<file path="src/rtl/usb_irq_pkg.sv">
package usb_irq_pkg;
  localparam int SRC_N = 6;
  typedef enum logic [1:0] {
    SEL_STATUS = 2'd0,
    SEL_ENABLE = 2'd1,
    SEL_THRESH = 2'd2,
    SEL_NONE   = 2'd3
  } reg_sel_e;
  // urgent sources raise the line at once, deferred ones wait for a boundary
  localparam logic [SRC_N-1:0] URGENT_MASK   = 6'b011100;
  localparam logic [SRC_N-1:0] DEFERRED_MASK = 6'b100011;
  localparam logic [2:0]       THRESH_RESET  = 3'd3;
endpackage

</file>
<file path="src/rtl/irq_status_bank.sv">
module irq_status_bank #(
  parameter int N = 6
) (
  input  logic         clk,
  input  logic         rst_n,
  input  logic [N-1:0] set_i,
  input  logic [N-1:0] clr_i,
  output logic [N-1:0] stat_o
);
  for (genvar i = 0; i < N; i++) begin : g_bit
    always_ff @(posedge clk or negedge rst_n) begin
      if (!rst_n)        stat_o[i] <= 1'b0;
      else if (set_i[i]) stat_o[i] <= 1'b1;   // set beats clear
      else if (clr_i[i]) stat_o[i] <= 1'b0;
    end
  end
endmodule

</file>
<file path="src/rtl/irq_thresh_timer.sv">
module irq_thresh_timer #(
  parameter int CODE_W   = 3,
  parameter int MAX_CODE = 6
) (
  input  logic              clk,
  input  logic              rst_n,
  input  logic [CODE_W-1:0] code_i,
  input  logic              restart_i,
  input  logic              tick_i,
  output logic              bnd_o
);
  localparam int CNT_W = MAX_CODE + 1;
  localparam logic [CODE_W-1:0] CODE_CAP = CODE_W'(MAX_CODE);

  logic [CODE_W-1:0] code_eff;
  logic [CNT_W-1:0]  limit;
  logic [CNT_W-1:0]  cnt_q;

  always_comb begin
    code_eff = (code_i > CODE_CAP) ? CODE_CAP : code_i;
    limit    = CNT_W'(1) << code_eff;
  end

  assign bnd_o = tick_i && (cnt_q >= limit - CNT_W'(1));

  always_ff @(posedge clk or negedge rst_n) begin
    if (!rst_n)         cnt_q <= '0;
    else if (restart_i) cnt_q <= '0;
    else if (tick_i) begin
      if (bnd_o) cnt_q <= '0;
      else       cnt_q <= cnt_q + CNT_W'(1);
    end
  end
endmodule

</file>
<file path="src/rtl/irq_defer_gate.sv">
module irq_defer_gate #(
  parameter int              N        = 6,
  parameter logic [N-1:0]    DEF_MASK = 6'b100011
) (
  input  logic         clk,
  input  logic         rst_n,
  input  logic [N-1:0] stat_i,
  input  logic [N-1:0] en_i,
  input  logic         bnd_i,
  output logic         irq_o
);
  logic [N-1:0] armed;

  for (genvar i = 0; i < N; i++) begin : g_src
    if (DEF_MASK[i]) begin : g_def
      logic rel_q;
      // released at a boundary while pending, dropped once status clears
      always_ff @(posedge clk or negedge rst_n) begin
        if (!rst_n) rel_q <= 1'b0;
        else        rel_q <= stat_i[i] & (rel_q | bnd_i);
      end
      assign armed[i] = rel_q;
    end else begin : g_imm
      assign armed[i] = 1'b1;
    end
  end

  always_ff @(posedge clk or negedge rst_n) begin
    if (!rst_n) irq_o <= 1'b0;
    else        irq_o <= |(stat_i & en_i & armed);
  end
endmodule

</file>
<file path="src/rtl/usb_irq_combiner.sv">
module usb_irq_combiner
  import usb_irq_pkg::*;
#(
  parameter int DATA_W   = 32,
  parameter int CODE_W   = 3,
  parameter int MAX_CODE = 6
) (
  input  logic                clk,
  input  logic                rst_n,
  input  logic [1:0]          reg_addr,
  input  logic                reg_wr,
  input  logic [DATA_W-1:0]   reg_wdata,
  output logic [DATA_W-1:0]   rd_data,
  input  logic [SRC_N-1:0]    evt_set,
  input  logic                ufr_tick,
  output logic                irq_o
);
  reg_sel_e           sel;
  logic               wr_stat, wr_en, wr_thr;
  logic [SRC_N-1:0]   stat_q;
  logic [SRC_N-1:0]   en_q;
  logic [CODE_W-1:0]  code_q;
  logic               bnd;
  logic               wdata_unused;

  assign sel     = reg_sel_e'(reg_addr);
  assign wr_stat = reg_wr && (sel == SEL_STATUS);
  assign wr_en   = reg_wr && (sel == SEL_ENABLE);
  assign wr_thr  = reg_wr && (sel == SEL_THRESH);
  assign wdata_unused = ^reg_wdata[DATA_W-1:SRC_N];

  always_ff @(posedge clk or negedge rst_n) begin
    if (!rst_n)     en_q <= '0;
    else if (wr_en) en_q <= reg_wdata[SRC_N-1:0];
  end

  always_ff @(posedge clk or negedge rst_n) begin
    if (!rst_n)      code_q <= CODE_W'(THRESH_RESET);
    else if (wr_thr) code_q <= reg_wdata[CODE_W-1:0];
  end

  irq_status_bank #(.N(SRC_N)) u_stat (
    .clk    (clk),
    .rst_n  (rst_n),
    .set_i  (evt_set),
    .clr_i  (wr_stat ? reg_wdata[SRC_N-1:0] : '0),
    .stat_o (stat_q)
  );

  irq_thresh_timer #(.CODE_W(CODE_W), .MAX_CODE(MAX_CODE)) u_tmr (
    .clk       (clk),
    .rst_n     (rst_n),
    .code_i    (code_q),
    .restart_i (wr_thr),
    .tick_i    (ufr_tick),
    .bnd_o     (bnd)
  );

  irq_defer_gate #(.N(SRC_N), .DEF_MASK(DEFERRED_MASK)) u_gate (
    .clk    (clk),
    .rst_n  (rst_n),
    .stat_i (stat_q),
    .en_i   (en_q),
    .bnd_i  (bnd),
    .irq_o  (irq_o)
  );

  always_comb begin
    unique case (sel)
      SEL_STATUS: rd_data = DATA_W'(stat_q);
      SEL_ENABLE: rd_data = DATA_W'(en_q);
      SEL_THRESH: rd_data = DATA_W'(code_q);
      default:    rd_data = '0;
    endcase
  end
endmodule

</file>
<file path="config.mk">
export PLATFORM = sky130hd
export DESIGN_NAME = usb_irq_combiner
export DESIGN_NICKNAME = d
export VERILOG_FILES = /design/src/rtl/usb_irq_pkg.sv /design/src/rtl/irq_status_bank.sv /design/src/rtl/irq_thresh_timer.sv /design/src/rtl/irq_defer_gate.sv /design/src/rtl/usb_irq_combiner.sv
export SDC_FILE = /design/constraint.sdc
export NUM_CORES = 1
export LEC_CHECK = 0
export ABC_CLOCK_PERIOD_IN_PS = 2500
export CAP_MARGIN = 20
export CORE_MARGIN = 2
export CORE_UTILIZATION = 60
export CTS_CLUSTER_SIZE = 20
export DETAILED_ROUTE_END_ITERATION = 8
export DONT_BUFFER_PORTS = 1
export PLACE_DENSITY = 0.8
export SKIP_CTS_REPAIR_TIMING = 1
export SYNTH_ARGS = -nofsm -noshare
export SYNTH_HDL_FRONTEND = slang
export SYNTH_SLANG_ARGS = --single-unit
</file>
<file path="constraint.sdc">
create_clock -name clk -period 2.5 [get_ports clk]
set_input_delay 0 -clock clk [delete_from_list [all_inputs] [get_ports clk]]
set_output_delay 0 -clock clk [all_outputs]
set_load 0.02 [all_outputs]
</file>
## After elaboration in Yosys (flattened, before gate mapping)

Index checks and enable logic that the tools add are counted.

| word-level totals | value |
|---|---|
| flip-flop bits (word level) | 26 |
| bits of input ports | 44 |
| output and inout bits | 33 |
| logic and storage cells | 59 |

| operators by class | value |
|---|---|
| add/sub/neg operators | 2 |
| $lt $le $gt $ge | 2 |
| equality and inequality tests | 2 |
| shift operators | 1 |
| multiplexer cells | 18 |
| bitwise logic cells | 8 |
| reduce and logical (&&, ||, !) cells | 13 |

Operators with widths:

| cell | count |
|---|---|
| 2-to-1 mux 7 bit | 3 |
| one-hot mux 6 bit (3 select lines) | 1 |
| nonzero test 2 bit | 7 |
| AND 6 bit | 2 |
| 2-to-1 mux 1 bit | 12 |
| adder 7 x 1 -> 7 bit (second input constant) | 1 |
| greater-or-equal comparator 7 bit | 1 |
| left shift 1 x 3 -> 7 bit (first input constant) | 1 |
| subtractor 7 x 1 -> 7 bit (second input constant) | 1 |
| 2-to-1 mux 6 bit | 1 |
| OR reduction 6 bit | 1 |
| logical AND 1 bit | 4 |
| AND 1 bit | 3 |
| > comparator 3 bit (second input constant) | 1 |
| 2-to-1 mux 3 bit | 1 |
| bitwise OR 1 bit | 3 |
| == test 2 x 1 -> 1 bit (second input constant) | 1 |
| == test 2 bit (second input constant) | 1 |
| zero test 2 bit | 1 |

## Logic depth before layout (Yosys ltp)

| depth | value |
|---|---|
| word-level depth | 9 |
| mapped depth | 6 |
| mapped depth without buffers | 6 |

## Hierarchy

From an unflattened synthesis, not the netlist that was laid out.

| unflattened totals | value |
|---|---|
| cell total of the unflattened synthesis | 160 |
| area total of the unflattened synthesis | 1672.9 um2 |

By module, submodules not included:

| module | times used | cells each | area an instance (um2) | seq. area each (um2) |
|---|---|---|---|---|
| usb_irq_combiner | 1 | 70 | 748.2 | 227.7 |
| irq_thresh_timer | 1 | 60 | 551.8 | 175.2 |
| irq_status_bank | 1 | 18 | 217.7 | 150.1 |
| irq_defer_gate | 1 | 12 | 155.1 | 100.1 |

## Worst setup path before layout

No wires, ideal clock.

| path | value |
|---|---|
| path kind | register to register |
| start | register code_q[1] |
| end | register u_tmr.cnt_q[6] |
| setup time | 0.096 ns |
| data arrival time | 1.767 ns |
| required time | 2.404 ns |
| path slack | 0.638 ns |
| stages on the path, launching flop included | 7 |
| buffers on the path | 0 |
| clock period less this slack | 1.862 ns |
| cells stage by stage | dfstp_2 -> or3_1 -> ha_1 -> nand2b_1 -> a31oi_2 -> o211ai_4 -> nor4_2 |

| on the way | value |
|---|---|
| longest elaborated chain between the ends | 9 |

Ends and longest elaborated chain:

| what | RTL line | text |
|---|---|---|
| from (decl) | usb_irq_combiner.sv:22 | `logic [CODE_W-1:0] code_q;` |
| from (signal assigned) | usb_irq_combiner.sv:38 | `if (!rst_n) code_q <= CODE_W'(THRESH_RESET);` |
| from (signal assigned) | usb_irq_combiner.sv:39 | `else if (wr_thr) code_q <= reg_wdata[CODE_W-1:0];` |
| > comparator 3 bit | irq_thresh_timer.sv:20 | `code_eff = (code_i > CODE_CAP) ? CODE_CAP : code_i;` |
| 2-to-1 mux 3 bit * | irq_thresh_timer.sv:20 |  |
| left shift 1 x 3 -> 7 bit * | irq_thresh_timer.sv:21 | `limit = CNT_W'(1) << code_eff;` |
| subtractor 7 x 1 -> 7 bit * | irq_thresh_timer.sv:24 | `assign bnd_o = tick_i && (cnt_q >= limit - CNT_W'(1));` |
| greater-or-equal comparator 7 bit * | irq_thresh_timer.sv:24 |  |
| logical AND 1 bit * | irq_thresh_timer.sv:24 |  |
| 2-to-1 mux 7 bit * | irq_thresh_timer.sv:30 | `if (bnd_o) cnt_q <= '0;` |
| 2-to-1 mux 7 bit * | irq_thresh_timer.sv:29 | `else if (tick_i) begin` |
| 2-to-1 mux 7 bit * | irq_thresh_timer.sv:28 | `else if (restart_i) cnt_q <= '0;` |
| to (signal assigned) | irq_thresh_timer.sv:31 | `else cnt_q <= cnt_q + CNT_W'(1);` |
| to (decl) | irq_thresh_timer.sv:17 | `logic [CNT_W-1:0] cnt_q;` |

Every way passes the cells marked *; elsewhere a longest branch is shown, timed or not. The select of a mux whose other input is x is not followed.
A chain may end at the register's enable or synchronous reset.

## Final worst setup path

| path | value |
|---|---|
| start | register code_q[2] |
| end | register u_tmr.cnt_q[1] |

Same word-level chain as after synthesis.

==> metrics.csv <==
metric,value,unit
number of routed nets with antenna violations,0,
clock sinks,26,
drt total wl,3271,um
post-synth top area cell,dfrtp_1,
"Arr. time, crit path",2270,ps
pwr/cell area,710.0,nW/um2
CTS tree,built,
synthesis-to-layout area growth,10.73,%
# diodes,0,
drt via density,5.612,
status,"complete, no violations",
clk slew on worst S/H paths,150,ps
fin crit share,80.93,%
largest cells by area after synthesis,"dfrtp_1 (37%), buf_4 (13%), ha_1 (6.2%)",
Hold Path Cell Cnt,3,
routability cong.,0.7971,
Worst Hold Endpoint,u_tmr.cnt_q[4],
"Slew Viols, Final",0,
pre-CTS setup slack,486.2,ps
Overall Global Routing Usage,18.70,%
Inserted Clock Buffers,3,
starting density of the core,64.24,%
ordered cell list for the critical path,"or3_1, ha_1, nand2b_1, a31oi_2, o211ai_4, o31ai_1",
Die Height,55.97,um
final count of hold timing violations,0,
row count,18,
top-area cell type share of the netlist area,37.07,%
Setup Skew,7.632,ps
Synthesis Warnings,0,
Ports,77,
Final min period,2023,ps
Remaining DRCs,0,
final core occ,71.13,%
largest net degree at the start of global routing,27,
Port Buffers,0,
"Setup violations, final",0,
first-pass GRT wire length,4547,um
Syn Area/Cell,10.39,um2
routed vias,1156,
maximum clock path buffer count,2,
wire length per cell,15.88,um
area of the mapped netlist,1620,um2
"Cell Area, Placed",1521,um2
die area,3132,um2
clock latency at the later pin of the worst-skew pair,330,ps
slowest cell on the critical path,dfrtp_1,
Slew HR,52.86,%
detailed placement HPWL,2194,um
Die Wd,55.97,um
Pleak,0.7837,nW
Final nets,229,
1st-iter DRT viols,20,
Critical Path Max Stage Delay,480,ps
Synth Instances,156,
fin cells,206,
Cell variety after synth,39,
worst setup margin,476.8,ps
initial antenna violation count,0,
Peak VDD IR,0.5864,mV
"Seq/Total Area, Yosys",40.31,%
fraction of layout cells with a size suffix above 1,13.07,%
Worst Tran Pin Value,699.7,ps
Max-Cap Viols,0,
gr ovfl total,0,
dpl cells,181,
CP startpoint kind,flop,
end of the worst register-to-register path,u_tmr.cnt_q[1],
post-route cell area,1794,um2
CP Capture Type,flop,
RSZ-0062 raised after global routing,false,
worst r2r src,code_q[2],
CP max FO,10,
Detailed Routing Iterations Pass 1,4,
hold path start,ufr_tick,
fillers,204,
reg2reg setup slack,480,ps
clock root buffer,clkbuf_4,
Worst Setup Path Type,flop to flop,
number of global-route vias before repair,995,
Buf/Inv on CP,0,
min-delay worst type,primary input to flop,
total core area,2522,um2
"CP delay by family, top",compound AO/OA/AOI/OAI gates,
Worst EP required,2750,ps
H-tree Lvls,1,
flop and latch count out of synthesis,26,
setup TNS,0,ps
CP Launch Point,code_q[2],
Reg2Reg Depth,6,
Fmax,494.3,MHz
-- stage by stage --
stage / power, W / hold slack, ps
after global routing: 0.001354 / 11.47
final: 0.001274 / 3.622
after global placement: 0.0009253 / -295.0
after CTS: 0.001245 / -675.4
after detailed placement: 0.0009515 / -295.0
after floorplan: 0.0009208 / -295.6
-- flip-flops by register name, indices dropped and copies added (netlist names) --
signal                    flops
code_q                        3
en_q                          6
u_gate.g_src.g_def.rel_q      3
u_gate.irq_o                  1
u_stat.stat_o                 6
u_tmr.cnt_q                   7
-- routing by layer --
layer | vias to the layer above | wire (um) | part of all wire (%) | GRT usage [%]
met1 | 575 | 1231 | 38 | 19.94
li1 | 532 | - | - | -
met5 | - | 0 | 0 | 0
met3 | 6 | 188 | 5.7 | 6.047
met2 | 43 | 1804 | 55 | 34.45
met4 | 0 | 46 | 1.4 | 6.122
-- worst max path at each step --
| stage | to | cells after the start | slack, ps |
|---|---|---|---|
| floorplan | u_tmr.cnt_q[6] | 6 | 640 |
| global placement | u_tmr.cnt_q[6] | 6 | 560 |
| detailed placement | u_tmr.cnt_q[1] | 6 | 490 |
| CTS | u_tmr.cnt_q[1] | 6 | 450 |
| global route | u_tmr.cnt_q[1] | 6 | 360 |
| finish | u_tmr.cnt_q[1] | 6 | 480 |
-- tightest hold or removal path: cells and delay by family --
kind,cells,cell delay [ps]
XOR/XNOR,1,150
AND/OR/NAND/NOR,2,160
-- area by class of cell --
class / instances / area [um2] / share of cell area, %
clock buffers: 3 / 22.52 / 1.255
clock inverters: 1 / 30.03 / 1.674
repair buffers: 21 / 220.2 / 12.27
well taps: 30 / 37.54 / 2.092
multi-input cells: 123 / 823.3 / 45.89
flip-flops and latches: 26 / 653.1 / 36.40
inverters: 2 / 7.507 / 0.4184
-- power by group --
part / switching [W] / leakage (nW) / internal, W
combinational: 0.000202 / 0.456 / 0.000175
clock: 0.000130 / 0.0279 / 0.000162
sequential: 0.0000916 / 0.300 / 0.000513
-- kinds of logic after synthesis --
group           Yosys count  synth area share (%)
xor+xnor                  5                 2.703
buf+inv                  32                 14.67
flops                    26                 40.31
simple gates             45                 14.67
mux                      15                 9.885
other cells               2                0.4635
compound gates           23                 11.12
fa+ha+maj                 8                 6.178
-- cells in the final DEF, fill, tap and decap left out, types with 2 or more instances in the layout --
| cell type | instances |
|---|---|
| o21ai_0 | 5 |
| nor2_1 | 7 |
| xor2_1 | 3 |
| dfstp_2 | 2 |
| dlygate4sd3_1 | 20 |
| inv_1 | 2 |
| dfrtp_1 | 24 |
| mux2_2 | 8 |
| nand4_1 | 2 |
| a21o_1 | 7 |
| mux2i_1 | 7 |
| conb_1 | 27 |
| clkbuf_4 | 3 |
| nor3_1 | 5 |
| xnor2_1 | 2 |
| o21a_1 | 3 |
| ha_1 | 8 |
| nand2_1 | 17 |
| nand3_1 | 3 |
-- Yosys cell counts --
master,n
dfrtp_1,24
o21a_1,3
nand3b_1,1
and3_2,1
inv_1,2
nor2b_1,1
mux2_2,8
a21o_1,7
mux2i_1,7
nor3_1,5
o31ai_1,1
a31oi_1,1
buf_2,1
and3_1,1
a21o_2,1
nand2b_1,1
conb_1,2
xnor2_1,2
a21oi_1,1
or3_1,1
and3b_4,1
a222oi_1,1
nor2_1,7
nor3b_2,1
o211ai_4,1
or3b_1,1
o21ai_2,1
xor2_1,3
nand4_1,2
buf_6,2
buf_4,27
nand3_1,3
nor4_2,1
a31oi_2,1
nand2_1,17
dfstp_2,2
and4_1,1
o21ai_0,5
ha_1,8
No activity file was read; power rests on OpenSTA's default activity.
